`src/rtl/srx_pkg.sv`:
```
package srx_pkg;
  typedef struct packed {
    logic left;
    logic right;
  } srx_flags_t;

  typedef enum logic {
    SIDE_LEFT  = 1'b0,
    SIDE_RIGHT = 1'b1
  } srx_side_e;
endpackage

```
`src/rtl/srx_side_decode.sv`:
```
module srx_side_decode
  import srx_pkg::*;
(
  input  logic ws_level,
  input  logic ws_polarity,
  input  logic word_xfer,
  output logic set_left,
  output logic set_right
);
  srx_side_e side;

  always_comb begin
    side      = (ws_level == ws_polarity) ? SIDE_LEFT : SIDE_RIGHT;
    set_left  = word_xfer && (side == SIDE_LEFT);
    set_right = word_xfer && (side == SIDE_RIGHT);
  end
endmodule

```
`src/rtl/srx_flag_core.sv`:
```
module srx_flag_core
  import srx_pkg::*;
(
  input  logic       clk,
  input  logic       rst_n,
  input  logic       kill,
  input  logic       set_left,
  input  logic       set_right,
  input  logic       stat_rd,
  input  logic       data_rd,
  output srx_flags_t flags,
  output logic       armed
);
  srx_flags_t flags_n;
  logic       armed_n;
  logic       both;

  assign both = flags.left && flags.right;

  always_comb begin
    flags_n = flags;
    armed_n = armed;
    if (both) begin
      if (data_rd && armed) begin
        flags_n = '0;
        armed_n = 1'b0;
      end else if (stat_rd) begin
        armed_n = 1'b1;
      end
    end else if (data_rd) begin
      flags_n = '0;
    end
    if (set_left)  flags_n.left  = 1'b1;
    if (set_right) flags_n.right = 1'b1;
    if (kill) begin
      flags_n = '0;
      armed_n = 1'b0;
    end
  end

  always_ff @(posedge clk or negedge rst_n) begin
    if (!rst_n) begin
      flags <= '0;
      armed <= 1'b0;
    end else begin
      flags <= flags_n;
      armed <= armed_n;
    end
  end

  assert_left_set_R1: assert property (@(posedge clk) disable iff (!rst_n)
    (set_left && !kill) |=> flags.left);
  assert_right_set_R2: assert property (@(posedge clk) disable iff (!rst_n)
    (set_right && !kill) |=> flags.right);
  assert_single_clear_R4: assert property (@(posedge clk) disable iff (!rst_n)
    ((flags.left ^ flags.right) && data_rd && !set_left && !set_right && !kill)
      |=> (!flags.left && !flags.right));
  assert_unarmed_read_holds_R5: assert property (@(posedge clk) disable iff (!rst_n)
    (both && !armed && data_rd && !kill) |=> (flags.left && flags.right));
  assert_armed_read_clears_R6: assert property (@(posedge clk) disable iff (!rst_n)
    (both && armed && data_rd && !kill && !set_left && !set_right)
      |=> (!flags.left && !flags.right && !armed));
  assert_kill_clears_R7: assert property (@(posedge clk) disable iff (!rst_n)
    kill |=> (!flags.left && !flags.right && !armed));
endmodule

```
`src/rtl/srx_irq_gen.sv`:
```
module srx_irq_gen
  import srx_pkg::*;
(
  input  logic       clk,
  input  logic       rst_n,
  input  srx_flags_t flags,
  input  logic       irq_en,
  output logic       irq_req,
  output logic       irq_ovr_vec
);
  logic any_full;

  always_comb begin
    any_full    = flags.left || flags.right;
    irq_req     = irq_en && any_full;
    irq_ovr_vec = flags.left && flags.right;
  end

  assert_irq_needs_enable_R9: assert property (@(posedge clk) disable iff (!rst_n)
    irq_req |-> irq_en);
endmodule

```
`src/rtl/srx_status_ctrl.sv`:
```
module srx_status_ctrl
  import srx_pkg::*;
#(
  parameter int NUM_RX = 2
) (
  input  logic              clk,
  input  logic              rst_n,
  input  logic              soft_rst,
  input  logic              stop_mode,
  input  logic [NUM_RX-1:0] rx_en,
  input  logic              ws_polarity,
  input  logic              ws_level,
  input  logic              word_xfer,
  input  logic              stat_rd,
  input  logic              data_rd,
  input  logic              irq_en,
  output logic              left_full,
  output logic              right_full,
  output logic              overrun,
  output logic              irq_req,
  output logic              irq_ovr_vec
);
  srx_flags_t flags;
  logic       armed;
  logic       kill;
  logic       set_left;
  logic       set_right;

  assign kill = soft_rst || stop_mode || (rx_en == '0);

  srx_side_decode u_side (
    .ws_level    (ws_level),
    .ws_polarity (ws_polarity),
    .word_xfer   (word_xfer),
    .set_left    (set_left),
    .set_right   (set_right)
  );

  srx_flag_core u_core (
    .clk       (clk),
    .rst_n     (rst_n),
    .kill      (kill),
    .set_left  (set_left),
    .set_right (set_right),
    .stat_rd   (stat_rd),
    .data_rd   (data_rd),
    .flags     (flags),
    .armed     (armed)
  );

  srx_irq_gen u_irq (
    .clk         (clk),
    .rst_n       (rst_n),
    .flags       (flags),
    .irq_en      (irq_en),
    .irq_req     (irq_req),
    .irq_ovr_vec (irq_ovr_vec)
  );

  assign left_full  = flags.left;
  assign right_full = flags.right;
  assign overrun    = flags.left && flags.right;

  assert_vec_tracks_overrun_R3: assert property (@(posedge clk) disable iff (!rst_n)
    irq_ovr_vec |-> (left_full && right_full));
  assert_armed_only_in_overrun_R6: assert property (@(posedge clk) disable iff (!rst_n)
    armed |-> overrun);
endmodule

```
`config.mk`:
```
export PLATFORM = sky130hd
export DESIGN_NAME = srx_status_ctrl
export DESIGN_NICKNAME = d
export VERILOG_FILES = /design/src/rtl/srx_pkg.sv /design/src/rtl/srx_side_decode.sv /design/src/rtl/srx_flag_core.sv /design/src/rtl/srx_irq_gen.sv /design/src/rtl/srx_status_ctrl.sv
export SDC_FILE = /design/constraint.sdc
export NUM_CORES = 1
export LEC_CHECK = 0
export ABC_AREA = 1
export CAP_MARGIN = 20
export CORE_AREA = 2 2 39 41
export CTS_CLUSTER_DIAMETER = 40
export DETAILED_ROUTE_END_ITERATION = 12
export DIE_AREA = 0 0 41 43
export SYNTH_ARGS = -nofsm -noshare
export SYNTH_HDL_FRONTEND = slang
export SYNTH_SLANG_ARGS = --single-unit
```
`constraint.sdc`:
```
create_clock -name clk -period 0.8 [get_ports clk]
set_input_delay 0.16 -clock clk [delete_from_list [all_inputs] [get_ports clk]]
set_output_delay 0.16 -clock clk [all_outputs]
set_load 0.01 [all_outputs]
```
==> impl_results.md, run 1 <==
- Top-Level Pins: 17
- Synthesized Nets: 39
- Vias in the first global route: 247
- Startpoint Class: flop
- H-Tree Depth: 1
- Yosys top cell area share: 0.392
- Internal: 0.411 mW
- Initial DRC Count: 0
- EDFF count, synth: 0
- Sw Share: 0.206
- Fill count: 149
- CTS buffer count: 3
- Cells after synthesis: 27
- Die height: 43 um
- Die width: 41 um
- Clk pin slew, worst setup/hold paths: 0.03 ns
- Slowest cell on the critical path: dfrtp_1
- TritonRoute pass-1 iters: 1
- Crit Path Max Fanout: 3
- Top-count cell post-synth: nand2_1
- CTS Root Buffer Type: clkbuf_4
- # rows: 14
- Mux cell area share after synthesis: 0
- GP Congestion: 0.580
- Sink Count: 3
- Final hold slack: 0.112 ns
- Die area: 1760 sq um
- Syn_area_per_cell: 7.09 sq um
- CTS max path bufs: 2
- Starting Density: 0.138
- Area grow syn2layout: 135%
- Main combinational cell family by area after synthesis: simple AND/OR/NAND/NOR gates
- Top cell type by total area after synthesis: dfrtp_1
- Seq cells post-synth: 3
- DR DRC count: 0
- RSZ-0062 raised after global routing: yes
- Max-Cap Viols: 0
- Largest cells by area after synthesis: dfrtp_1 39%, nand2_1 20%, inv_1 5.9%, a21oi_1 5.2%, nand3_1 5.2%
- Routed vias: 246
- Global route total overflow: 0
- Slowest cell delay on critical path: 0.39 ns
- Synth Cell Area: 191 sq um
- Final Max Tran Viols: 0
- Max Clock Skew: 0.00174 ns
- Tcrit/Tclk final: 1.48
- Seq pwr share: 0.308
- Post-route cell area: 449 sq um
- Diodes inserted: 0
- Setup violators final: 8
- CTS tree: yes
- IO buf count: 16
- Power share of the combinational group: 0.192
- Synth top cells by count: 10 x nand2_1, 3 x dfrtp_1, 3 x inv_1
- P_leak: 0.221 nW
- GRT Total Usage: 0.0775
- FMAX: 845 MHz
- Pwr dens: 1150 nW/um^2
- Final net count: 65
- First-pass GRT wire length: 890 um
- CP arrival: 1.02 ns
- Warning count from the yosys run: 0
- Top FF cell, synth: dfrtp_1
- WP data required: 0.64 ns
- Worst rel slew slack: 0.725
- CP Capture Type: primary output
- Violated checks: setup timing
- Psw: 0.106 mW
- Finished Core Util: 0.325
- WL final: 514 um
- Post-synthesis sequential area ratio: 0.392
- Slew @ Worst Pin: 0.409 ns
- Critical path class: flop to primary output
- Routed length per instance: 7.56 um
- Final WS setup: -0.384 ns
- Largest net degree at the start of global routing: 5
- Insertion delay to the later sink of the worst-skew pair: 0.23 ns
- Fin cells: 68
- Remaining antenna violation count: 0
- HPWL Detailed: 403 um
- Placed cells: 62
- Post-Synth Adder-Cell Area: 0
- Crit path max-delay family: flip-flops
- Post-synthesis compound-gate area fraction: 0.163
- Placement Cell Area: 394 sq um
- Min-Delay Path Class: input port to async pin
- Clock network fraction of total power: 0.500
- Hold-fix buffers at CTS: 0
- Final min period: 1.18 ns
- Async SR Flop Fraction: 1.00
- Status: finished with violations
- Xor/xnor share of the synthesized area: 0
- Share of layout cells above drive strength 1: 0.346
- Via/cell ratio: 3.62
- Maximum vdd drop: 314 uV
- CP Cell Sequence: buf_6 -> o21a_1 -> buf_2
- CP Buf/Inv Count: 2
- Simple-gate share of the synthesized area: 0.320
- Final Hold Fails: 0
- Core area: 1380 sq um
- Initial antenna violation count: 0
- Yosys cell types: 12
power by group through the flow:
stage          sequential [mW]  combinational, mW  clock [mW]
3_5_place_dp             0.160             0.0957           0
3_3_place_gp             0.160             0.0947           0
5_1_grt                  0.160              0.112       0.271
6_report                 0.159             0.0991       0.258
2_1_floorplan            0.162             0.0198           0
4_1_cts                  0.158             0.0982       0.266
stage by stage:
step | worst slack [ns] | TNS, ns | total power, mW
2_1_floorplan | -0.114 | -0.256 | 0.181
3_3_place_gp | -0.598 | -2.96 | 0.255
3_5_place_dp | -0.608 | -2.98 | 0.256
4_1_cts | -0.390 | -2.28 | 0.523
5_1_grt | -0.414 | -2.72 | 0.543
6_report | -0.384 | -2.36 | 0.517
logic make-up (layout without fill, tap and decap cells):
family,Yosys count,in the layout
AOI/OAI and AO/OA,5,5
buffers and inverters,5,30
DFF,3,3
and+or+nand+nor,14,14
per-layer routing:
metal  global-route usage  vias up  wire length [um]
met2                0.106       14               250
li1                     -      134                 -
met4               0.0600        0                 0
met1               0.0844       98               178
met3               0.0419        0                85
met5                    0        -                 0
layout by cell type (no fill, tap or decap), types with 2 or more instances in the layout:
master	instances
clkdlybuf4s50_1	11
clkbuf_4	3
buf_4	5
nand2_1	9
a21oi_1	2
nand3_1	2
dfrtp_1	2
buf_6	4
inv_1	3
final timing paths:
| kind | from | to | slack, ns | cells after the start |
|---|---|---|---|---|
| setup / recovery | u_core.flags[0] | irq_req | -0.38 | 3 |
| hold reg to reg | u_core.armed | u_core.armed | 0.54 | 2 |
| min in group clk | stat_rd | u_core.armed | 0.51 | 3 |
| hold / removal | rst_n | u_core.armed | 0.11 | 1 |
| max in group asynchronous | rst_n | u_core.flags[1] | 0.53 | 1 |
| setup reg to reg | u_core.flags[0] | u_core.armed | -0.27 | 7 |
cell type report:
class	count	area (sq um)	share of cell area
Timing Repair Buffer	22	206	0.460
Multi-Input combinational cell	19	100	0.223
Inverter	4	20.0	0.0446
Tap cell	16	20.0	0.0446
Clock buffer	4	26.3	0.0585
Sequential cell	3	76.3	0.170
state kept, by name, indices dropped and copies added, names as in the netlist:
| signal | cells |
|---|---|
| u_core.armed | 1 |
| u_core.flags | 2 |
what timing repair did:
item	4_1_cts	5_1_grt
pin swaps	1	0
resized for setup	22	3
setup endpoints to repair	8	8
setup buffers	2	0
Note: power is estimated with default switching activity, not from simulation.
==> inputs of run 2 (changes only) <==
--- a/config.mk
+++ b/config.mk
@@ -13,4 +13,5 @@
 export DIE_AREA = 0 0 41 43
 export SYNTH_ARGS = -nofsm -noshare
 export SYNTH_HDL_FRONTEND = slang
+export SYNTH_HIERARCHICAL = 1
 export SYNTH_SLANG_ARGS = --single-unit
==> impl_results.md, run 2 <==
- Status: finished with violations
- Violated checks: setup timing
- Final net count: 93
- Post-route cell area: 606 sq um
- Syn_area_per_cell: 5.32 sq um
- CTS buffer count: 3
- Final Hold Fails: 0
- TritonRoute pass-1 iters: 1
- Die width: 41 um
- Starting Density: 0.184
- Post-synthesis sequential area ratio: 0.294
- Clk pin slew, worst setup/hold paths: 0.04 ns
- Remaining antenna violation count: 0
- Async SR Flop Fraction: 1.00
- Global route total overflow: 0
- Routed vias: 365
- WP data required: 0.64 ns
- Slew @ Worst Pin: 0.153 ns
- Finished Core Util: 0.438
- CP arrival: 1.01 ns
- Yosys top cell area share: 0.309
- Slowest cell on the critical path: dfrtp_2
- CP Capture Type: primary output
- Startpoint Class: flop
- Vias in the first global route: 308
- GRT Total Usage: 0.0917
- CTS Root Buffer Type: clkbuf_4
- Largest net degree at the start of global routing: 5
- Top-Level Pins: 17
- Initial antenna violation count: 0
- CTS tree: yes
- Synth top cells by count: 21 x nand2_1, 11 x inv_1, 5 x nor2_1
- First-pass GRT wire length: 1040 um
- Max reg flops: 2
- WL final: 684 um
- Min-Delay Path Class: input port to async pin
- Most frequent cells in the layout: 20 x nand2_1, 10 x inv_1, 9 x clkdlybuf4s50_1, 9 x buf_6, 7 x buf_4
- CTS max path bufs: 2
- Max-Cap Viols: 0
- Commonest non-fill, non-tap cell in the layout: nand2_1
- Insertion delay to the later sink of the worst-skew pair: 0.22 ns
- Crit path max-delay family: flip-flops
- Pwr dens: 952 nW/um^2
- Die height: 43 um
- Share of layout cells above drive strength 1: 0.400
- # rows: 14
- H-Tree Depth: 1
- Top-count cell post-synth: nand2_1
- Sink Count: 3
- Largest Register: u_core/flags
- CP Buf/Inv Count: 2
- FMAX: 851 MHz
- EDFF count, synth: 0
- Area grow syn2layout: 137%
- CP Cell Sequence: buf_6 -> nor2_4 -> nor2_1 -> buf_2
- Synth Cell Area: 255 sq um
- HPWL Detailed: 498 um
- Final WS setup: -0.375 ns
- Worst rel slew slack: 0.898
- Seq cells post-synth: 3
- Top cell type by total area after synthesis: nand2_1
- Maximum vdd drop: 553 uV
- IO buf count: 16
- Via/cell ratio: 3.80
- Routed length per instance: 7.13 um
- Slowest cell delay on critical path: 0.41 ns
- Final Max Tran Viols: 0
- Largest cells by area after synthesis: nand2_1 31%, dfrtp_1 29%, inv_1 16%, nor2_1 7.4%, nand3_1 5.9%
- Cells after synthesis: 48
- Synthesized Nets: 60
- Setup violators final: 8
- Top FF cell, synth: dfrtp_1
- Pre-CTS setup slack: -0.637 ns
- RSZ-0062 raised after global routing: yes
- Max Clock Skew: 0.00172 ns
- P_leak: 0.363 nW
- Placement Cell Area: 478 sq um
- GP Congestion: 0.621
- DR DRC count: 0
- Final hold slack: 0.115 ns
- Core area: 1380 sq um
- Yosys cell types: 9
- Warning count from the yosys run: 6
- Critical path class: flop to primary output
- Final min period: 1.17 ns
- Tcrit/Tclk final: 1.47
- Hold-fix buffers at CTS: 0
- Crit Path Max Fanout: 3
- Total power: 0.576 mW
- Initial DRC Count: 0
- Die area: 1760 sq um
- Diodes inserted: 0
- Biggest regs: u_core/flags x2, u_core/armed x1
## run 2: area by class of cell
type / instances / area (sq um)
Fill cell: 148 / 778
Clock buffer: 4 / 26.3
Timing Repair Buffer: 28 / 274
Multi-Input combinational cell: 33 / 163
Sequential cell: 3 / 77.6
Inverter: 12 / 45.0
Tap cell: 16 / 20.0
## run 2: cells by family after synthesis
group,Yosys count,share of synthesized area
buffers and inverters,12,0.176
AND/OR/NAND/NOR,31,0.490
AO/OA/AOI/OAI,2,0.0392
flip-flops,3,0.294
## run 2: final timing paths
path	startpoint	end	slack (ns)	cells past startpoint
setup reg to reg	u_core/flags[0]	u_core/flags[1]	-0.31	8
setup / recovery	u_core/flags[1]	irq_req	-0.37	4
min in group clk	ws_polarity	u_core/flags[1]	0.48	7
hold / removal	rst_n	u_core/flags[1]	0.12	1
max in group asynchronous	rst_n	u_core/flags[0]	0.53	1
hold reg to reg	u_core/armed	u_core/armed	0.53	2
## run 2: through the flow
step / std cells / setup TNS [ns]
global route: 96 / -2.71
detailed placement: 85 / -3.37
global placement: 85 / -3.32
finish: 96 / -2.38
CTS: 95 / -2.34
floorplan: 48 / -0.178
## run 2: timing repair
item	4_1_cts	5_1_grt
pin swaps	1	3
setup buffers	6	1
resized for setup	28	12
cloned	0	0
endpoints found under the setup margin	8	8
## run 2: routing by layer
metal  global-route usage  share of wire  vias to the layer above
li1                     -              -                      203
met1               0.0782           0.35                      147
met2                0.153           0.52                       13
met3               0.0314           0.12                        2
met4               0.0800          0.010                        0
met5                    0              0                        -
## run 2: where the power goes
| part | total [mW] | internal (mW) | switching, mW |
|---|---|---|---|
| clock | 0.251 | 0.186 | 0.0654 |
| combinational | 0.165 | 0.104 | 0.0609 |
| sequential | 0.160 | 0.156 | 0.00331 |
==> inputs of run 3 (changes only) <==
--- a/config.mk
+++ b/config.mk
@@ -6,6 +6,7 @@
 export NUM_CORES = 1
 export LEC_CHECK = 0
 export ABC_AREA = 1
+export ABC_CLOCK_PERIOD_IN_PS = 800
 export CAP_MARGIN = 20
 export CORE_AREA = 2 2 39 41
 export CTS_CLUSTER_DIAMETER = 40
==> results of run 3 <==
No change in the layout: final DEF, timing and power equal those of run 2.
